`src/rtl/pkt_rf_pkg.sv`:
```
package pkt_rf_pkg;

    // Sequencer state: waiting for the first packet, or live.
    typedef enum logic {
        SEQ_IDLE = 1'b0,
        SEQ_LIVE = 1'b1
    } seq_state_e;

    // Number of read ports on the file.
    localparam int RF_RD_PORTS = 2;

endpackage

```
`src/rtl/rf_seq.sv`:
```
module rf_seq
    import pkt_rf_pkg::*;
(
    input  logic clk_i,
    input  logic rst_ni,
    input  logic sop_i,
    input  logic we_i,
    output logic ready_o,
    output logic init_o,
    output logic wr_ok_o
);

    typedef struct packed {
        seq_state_e state;
    } seq_t;

    seq_t seq_d, seq_q;

    always_comb begin
        seq_d = seq_q;
        if (sop_i) begin
            seq_d.state = SEQ_LIVE;
        end
    end

    always_ff @(posedge clk_i or negedge rst_ni) begin
        if (!rst_ni) begin
            seq_q <= '{state: SEQ_IDLE};
        end else begin
            seq_q <= seq_d;
        end
    end

    assign ready_o = (seq_q.state == SEQ_LIVE);
    assign init_o  = sop_i;
    assign wr_ok_o = we_i && ready_o && !sop_i;

endmodule

```
`src/rtl/rf_bank.sv`:
```
module rf_bank #(
    parameter int XLEN       = 32,
    parameter int NUM_REGS   = 32,
    parameter int INIT_FIRST = 6,
    parameter int INIT_COUNT = 9,
    localparam int AW        = $clog2(NUM_REGS),
    localparam int PAGE_W    = INIT_COUNT * XLEN
) (
    input  logic                               clk_i,
    input  logic                               rst_ni,
    input  logic                               init_i,
    input  logic [PAGE_W-1:0]                  page_base_i,
    input  logic                               wr_ok_i,
    input  logic [AW-1:0]                      waddr_i,
    input  logic [XLEN-1:0]                    wdata_i,
    output logic [NUM_REGS-1:0][XLEN-1:0]      regs_o
);

    typedef struct packed {
        logic [NUM_REGS-1:0][XLEN-1:0] regs;
    } bank_t;

    bank_t bank_d, bank_q;
    logic [NUM_REGS-1:0][XLEN-1:0] init_img;

    // Reload image: page words for the seeded window, zero elsewhere.
    for (genvar g = 0; g < NUM_REGS; g++) begin : g_img
        if (g >= INIT_FIRST && g < INIT_FIRST + INIT_COUNT) begin : g_seed
            assign init_img[g] = page_base_i[(g - INIT_FIRST) * XLEN +: XLEN];
        end else begin : g_zero
            assign init_img[g] = '0;
        end
    end

    always_comb begin
        bank_d = bank_q;
        if (init_i) begin
            bank_d.regs = init_img;
        end else if (wr_ok_i && (waddr_i != '0)) begin
            bank_d.regs[waddr_i] = wdata_i;
        end
    end

    always_ff @(posedge clk_i or negedge rst_ni) begin
        if (!rst_ni) begin
            bank_q <= '0;
        end else begin
            bank_q <= bank_d;
        end
    end

    assign regs_o = bank_q.regs;

endmodule

```
`src/rtl/rf_rdport.sv`:
```
module rf_rdport #(
    parameter int XLEN     = 32,
    parameter int NUM_REGS = 32,
    localparam int AW      = $clog2(NUM_REGS)
) (
    input  logic [NUM_REGS-1:0][XLEN-1:0] regs_i,
    input  logic [AW-1:0]                 raddr_i,
    input  logic                          fwd_en_i,
    input  logic [AW-1:0]                 waddr_i,
    input  logic [XLEN-1:0]               wdata_i,
    output logic [XLEN-1:0]               rdata_o
);

    logic hit;

    assign hit = fwd_en_i && (waddr_i == raddr_i);

    always_comb begin
        if (raddr_i == '0) begin
            rdata_o = '0;
        end else if (hit) begin
            rdata_o = wdata_i;
        end else begin
            rdata_o = regs_i[raddr_i];
        end
    end

endmodule

```
`src/rtl/pkt_regfile.sv`:
```
module pkt_regfile
    import pkt_rf_pkg::*;
#(
    parameter int XLEN       = 32,
    parameter int NUM_REGS   = 32,
    parameter int INIT_FIRST = 6,
    parameter int INIT_COUNT = 9,
    localparam int AW        = $clog2(NUM_REGS),
    localparam int PAGE_W    = INIT_COUNT * XLEN
) (
    input  logic              clk_i,
    input  logic              rst_ni,
    input  logic              sop_i,
    input  logic [PAGE_W-1:0] page_base_i,
    input  logic              we_i,
    input  logic [AW-1:0]     waddr_i,
    input  logic [XLEN-1:0]   wdata_i,
    input  logic [AW-1:0]     raddr_a_i,
    output logic [XLEN-1:0]   rdata_a_o,
    input  logic [AW-1:0]     raddr_b_i,
    output logic [XLEN-1:0]   rdata_b_o,
    output logic              ready_o
);

    logic                          init;
    logic                          wr_ok;
    logic [NUM_REGS-1:0][XLEN-1:0] regs;
    logic [RF_RD_PORTS-1:0][AW-1:0]   rd_addr;
    logic [RF_RD_PORTS-1:0][XLEN-1:0] rd_data;

    rf_seq u_seq (
        .clk_i   (clk_i),
        .rst_ni  (rst_ni),
        .sop_i   (sop_i),
        .we_i    (we_i),
        .ready_o (ready_o),
        .init_o  (init),
        .wr_ok_o (wr_ok)
    );

    rf_bank #(
        .XLEN       (XLEN),
        .NUM_REGS   (NUM_REGS),
        .INIT_FIRST (INIT_FIRST),
        .INIT_COUNT (INIT_COUNT)
    ) u_bank (
        .clk_i       (clk_i),
        .rst_ni      (rst_ni),
        .init_i      (init),
        .page_base_i (page_base_i),
        .wr_ok_i     (wr_ok),
        .waddr_i     (waddr_i),
        .wdata_i     (wdata_i),
        .regs_o      (regs)
    );

    assign rd_addr[0] = raddr_a_i;
    assign rd_addr[1] = raddr_b_i;

    for (genvar p = 0; p < RF_RD_PORTS; p++) begin : g_rd
        rf_rdport #(
            .XLEN     (XLEN),
            .NUM_REGS (NUM_REGS)
        ) u_rd (
            .regs_i   (regs),
            .raddr_i  (rd_addr[p]),
            .fwd_en_i (wr_ok),
            .waddr_i  (waddr_i),
            .wdata_i  (wdata_i),
            .rdata_o  (rd_data[p])
        );
    end

    assign rdata_a_o = rd_data[0];
    assign rdata_b_o = rd_data[1];

endmodule

```
`config.mk`:
```
export PLATFORM = sky130hd
export DESIGN_NAME = pkt_regfile
export DESIGN_NICKNAME = d
export VERILOG_FILES = /design/src/rtl/pkt_rf_pkg.sv /design/src/rtl/rf_seq.sv /design/src/rtl/rf_bank.sv /design/src/rtl/rf_rdport.sv /design/src/rtl/pkt_regfile.sv
export SDC_FILE = /design/constraint.sdc
export NUM_CORES = 2
export LEC_CHECK = 0
export ABC_AREA = 1
export ABC_CLOCK_PERIOD_IN_PS = 2100
export CAP_MARGIN = 10
export CORE_ASPECT_RATIO = 2
export CORE_UTILIZATION = 60
export DETAILED_ROUTE_END_ITERATION = 10
export HOLD_SLACK_MARGIN = 0.1
export PLACE_DENSITY = 0.91
export SLEW_MARGIN = 20
export SYNTH_ARGS = -nofsm -noshare
export SYNTH_HDL_FRONTEND = slang
export SYNTH_SLANG_ARGS = --single-unit
```
`constraint.sdc`:
```
create_clock -name clk_i -period 2.1 [get_ports clk_i]
set_input_delay 0.315 -clock clk_i [delete_from_list [all_inputs] [get_ports clk_i]]
set_output_delay 0.315 -clock clk_i [all_outputs]
set_load 0.02 [all_outputs]
```
==> results of run 1 <==
[logic make-up after synthesis]
group	count (synthesis)	synth area share [%]
xor gates and xnor gates	3	0.04407
AOI/OAI and AO/OA	1734	18.28
and+or+nand+nor	3740	26.87
buffers and inverters	1806	11.80
DFF	1025	43.01
[routing by layer]
metal  overflow  track usage (%)
met5          0            44.42
met2         75            89.83
met1          5            72.74
met3          8            66.27
met4         75            75.22
[through the flow]
step / instance area, um2 / instances / utilization (%)
after detailed placement: 71260 / 10160 / 72.34
after global placement: 71260 / 10160 / 72.34
after floorplan: 59640 / 8308 / -
after CTS: 74990 / 10340 / 76.13
[timing repair]
item / in CTS
hold buffers: 2
pin swaps: 13
resized for setup: 474
cloned: 7
endpoints found under the setup margin: 113
endpoints found under the hold margin: 911
setup buffers: 8
==> flow_summary.ini, run 1 <==
[synthesis]
synth-edff-count = 0
syn-cell-area_um2 = 59640
yosysUniqueCellTypes = 29
synth-seq-area-share_pct = 43.01
yosys-top-cells-count = nand2_1 (2042), nand3_1 (1498), inv_1 (1033)
synth_top_area_share_pct = 43.01
synthTopCellsByArea = dfrtp_1 (43%), nand2_1 (13%), nand3_1 (13%)
syn_inst = 8308
yosysMostFrequentCell = nand2_1
ys_ff_latch = 1025
synth-async-reset-ratio_pct = 100.0
synth-main-ff-cell = dfrtp_1
avgSynthCellArea_um2 = 7.178
yosys.area.top_type = dfrtp_1
synthesis.nets = 8647
yosysWarningCount = 0

[cts]
clockBufferDepth = 3
clock_sinks = 1025
cts_buffers = 87
cts_max_level = 3
root_buffer = clkbuf_16

[sta]
worst-endpoint-pin-kind = top-level output
grt_repair_worst_endpoint = rdata_a_o[4]

[die]
initial_core_util_pct = 60.54
row_count = 163
die_w_um = 224.9
die_h_um = 447.9
ioPinCount = 404

[placement]
place_ws_ns = -1.065
portBuffers = 403
dp_hpwl_um = 179300
place.gp.congestion = 1.120

[grt]
grtUsageTotal_pct = 75.84
grt_max_degree = 137
grt_overflow = 163

[run_status]
first-error = [ERROR GRT-0232] Routing congestion too high. Check the congestion heatmap in the GUI.
stop_stage = 5_1_grt
outcome = stopped before the end
==> inputs of run 2 (changes only) <==
--- a/config.mk
+++ b/config.mk
@@ -8,11 +8,9 @@
 export ABC_AREA = 1
 export ABC_CLOCK_PERIOD_IN_PS = 2100
 export CAP_MARGIN = 10
-export CORE_ASPECT_RATIO = 2
-export CORE_UTILIZATION = 60
+export CORE_UTILIZATION = 40
 export DETAILED_ROUTE_END_ITERATION = 10
-export HOLD_SLACK_MARGIN = 0.1
-export PLACE_DENSITY = 0.91
+export PLACE_DENSITY_LB_ADDON = 0.15
 export SLEW_MARGIN = 20
 export SYNTH_ARGS = -nofsm -noshare
 export SYNTH_HDL_FRONTEND = slang
==> flow_summary.ini, run 2 <==
[pwr]
netSwitchingPower_mw = 16.74
switching_share_pct = 31.34
leakagePower_nw = 38.48
internal_power_mw = 36.68
p_comb_share_pct = 22.0
clockPowerShare_pct = 39.6
seqPwrFrac_pct = 38.4
p_per_area_nw_per_um2 = 670.0
ir_worst_vdd_v = 0.0006877

[sta]
layout_setup_ws_ns = -0.7263
period_share_pct = 134.6
timing.final.crit_period_ns = 2.826
worstMarginPinSlew_ns = 0.9294
whs_ns = 0.1122
skew_ns = 0.01428
clock.fmax_mhz = 353.8
rsz0062_at_grt = true
maxSlewHeadroom_pct = 38.04
hold_viol = 0
drv_slew = 0
setup_violations = 430

[routing]
wl_um = 301200
dr.pass1.iters = 7
first_iter_violations = 9913
vias = 68530
avgRoutedWirePerCell_um = 26.71
ant_nets = 0
drc = 0
viasPerCell = 6.076

[grt]
grtUsageTotal_pct = 38.63
grt_first_pass_wirelength_um = 435200
grt_max_degree = 183
first_global_vias = 64220
antenna_found_initial = 9
grt_overflow = 0

[final_layout]
final_common_cell = nand2_1
final-seq-area_um2 = 25650
fin_cells = 11280
syn_to_final_growth_pct = 33.71
final_cell_mix = nand2_1 (1998), nand3_1 (1471), dfrtp_1 (1025), inv_1 (1014), buf_4 (923)
nFillCells = 13990
drive_gt1_share_pct = 17.43
multi_input_area_um2 = 27790
largest_reg_flops = 1024
nets = 9587
final_area_um2 = 79740

[synthesis]
synth-seq-area-share_pct = 43.01
synth-main-ff-cell = dfrtp_1
synth_top_area_share_pct = 43.01
yosysUniqueCellTypes = 29
syn_inst = 8308
synth-async-reset-ratio_pct = 100.0
yosys-top-cells-count = nand2_1 (2042), nand3_1 (1498), inv_1 (1033)
syn-cell-area_um2 = 59640
yosysMostFrequentCell = nand2_1
synthesis.nets = 8647
yosysWarningCount = 0
ys_ff_latch = 1025
synth-edff-count = 0
yosys.area.top_type = dfrtp_1
synthTopCellsByArea = dfrtp_1 (43%), nand2_1 (13%), nand3_1 (13%)
avgSynthCellArea_um2 = 7.178

[placement]
dp_hpwl_um = 206600
portBuffers = 403
place_ws_ns = -1.088
dp.cells = 11040
dpl-instance-area_um2 = 74590
place.gp.congestion = 0.9905

[setup_path]
required_ns = 1.78
cp-start-kind = flop
critPathKind = flop to output pin
end_kind = output pin
arrival_ns = 2.51
crit_path_max_fanout = 8

[die]
initial_core_util_pct = 40.34
design.die.area_um2 = 150600
row_count = 141
die_h_um = 388.1
ioPinCount = 404
core_area_um2 = 147800
die_w_um = 388.1

[run_status]
outcome = complete, but fails checks
violations = negative setup slack

[cts]
cts_max_level = 3
clock_latency_ns = 0.76
clock_sinks = 1025
root_buffer = clkbuf_16
clkTransAtPathRegs_ns = 0.06
clockBufferDepth = 3
cts_buffers = 116
cts_tree = built

[worst_hold_path]
worstHoldPathType = input pin to flop

[job]
drv_cap = 0
run 2: cell counts after synthesis:
No cell type changed its count.
run 2: routing by layer:
| layer | track usage, % | vias up | share of wire (%) |
|---|---|---|---|
| li1 | - | 29850 | - |
| met5 | 0.9888 | - | 0.064 |
| met2 | 54.57 | 4998 | 41 |
| met1 | 54.61 | 32890 | 41 |
| met3 | 11.74 | 780 | 14 |
| met4 | 15.41 | 16 | 4.2 |
run 2: worst paths after layout:
check                             startpoint            endpoint  slack, ns  cells after the start
max                            u_seq.ready_o       rdata_a_o[30]      -0.73                      8
min                                    sop_i  u_bank.regs_o[472]       0.11                      5
max reg2reg                    u_seq.ready_o  u_bank.regs_o[382]      -0.14                     13
min reg2reg                u_bank.regs_o[17]   u_bank.regs_o[17]       0.49                      2
max in group asynchronous             rst_ni  u_bank.regs_o[269]       1.05                      4
min in group asynchronous             rst_ni  u_bank.regs_o[526]       0.13                      2
run 2: repair_timing:
action / 4_1_cts / 5_1_grt
hold buffers: 2 / 0
endpoints found under the setup margin: 129 / 311
hold endpoints to repair: 661 / 0
pin swaps: 17 / 31
gates resized for setup: 345 / 199
cloned: 2 / 10
buffers inserted: 6 / 10
run 2: critical path: stages, from the launching register on:
cell       delay (ns)
dfrtp_1          0.39
nand3_4          0.20
nor3_4           0.21
nand3_4          0.11
buf_12           0.17
buf_12           0.15
clkbuf_16        0.16
a21oi_1          0.18
buf_4            0.17
run 2: per-stage QoR:
step / utilization [%] / setup TNS [ns] / total power, mW
2_1_floorplan: - / 0 / 25.74
4_1_cts: 53.32 / -43.36 / 52.95
3_5_place_dp: 50.45 / -433.16 / 32.00
6_report: 53.94 / -56.30 / 53.43
5_1_grt: 53.93 / -69.26 / 54.87
3_3_place_gp: 50.45 / -433.56 / 31.95
run 2: area by class of cell:
class	count	share of cell area, %
well taps	1930	3.028
multi-input cells	5477	34.86
clock inverters	53	0.6073
flip-flops and latches	1025	32.17
inverters	1060	5.056
repair buffers	1568	20.05
clock buffers	164	4.234
diodes	1	0.003138
run 2: kinds of logic (layout without fill, tap and decap cells):
family	Yosys count	count (layout)	share of synthesized area, %
simple gates	3740	3740	26.87
flops	1025	1025	43.01
xor+xnor	3	3	0.04407
compound gates	1734	1734	18.28
buf+inv	1806	2845	11.80
other cells	0	1	0
run 2: power by group through the flow:
stage | Clock [mW] | Sequential (mW) | Combinational [mW]
3_3_place_gp | 0 | 20.8 | 11.1
6_report | 21.2 | 20.5 | 11.8
4_1_cts | 21.2 | 20.5 | 11.2
5_1_grt | 22.0 | 20.5 | 12.3
3_5_place_dp | 0 | 20.9 | 11.1
2_1_floorplan | 0 | 20.8 | 4.92
No activity file was read; power rests on OpenSTA's default activity.
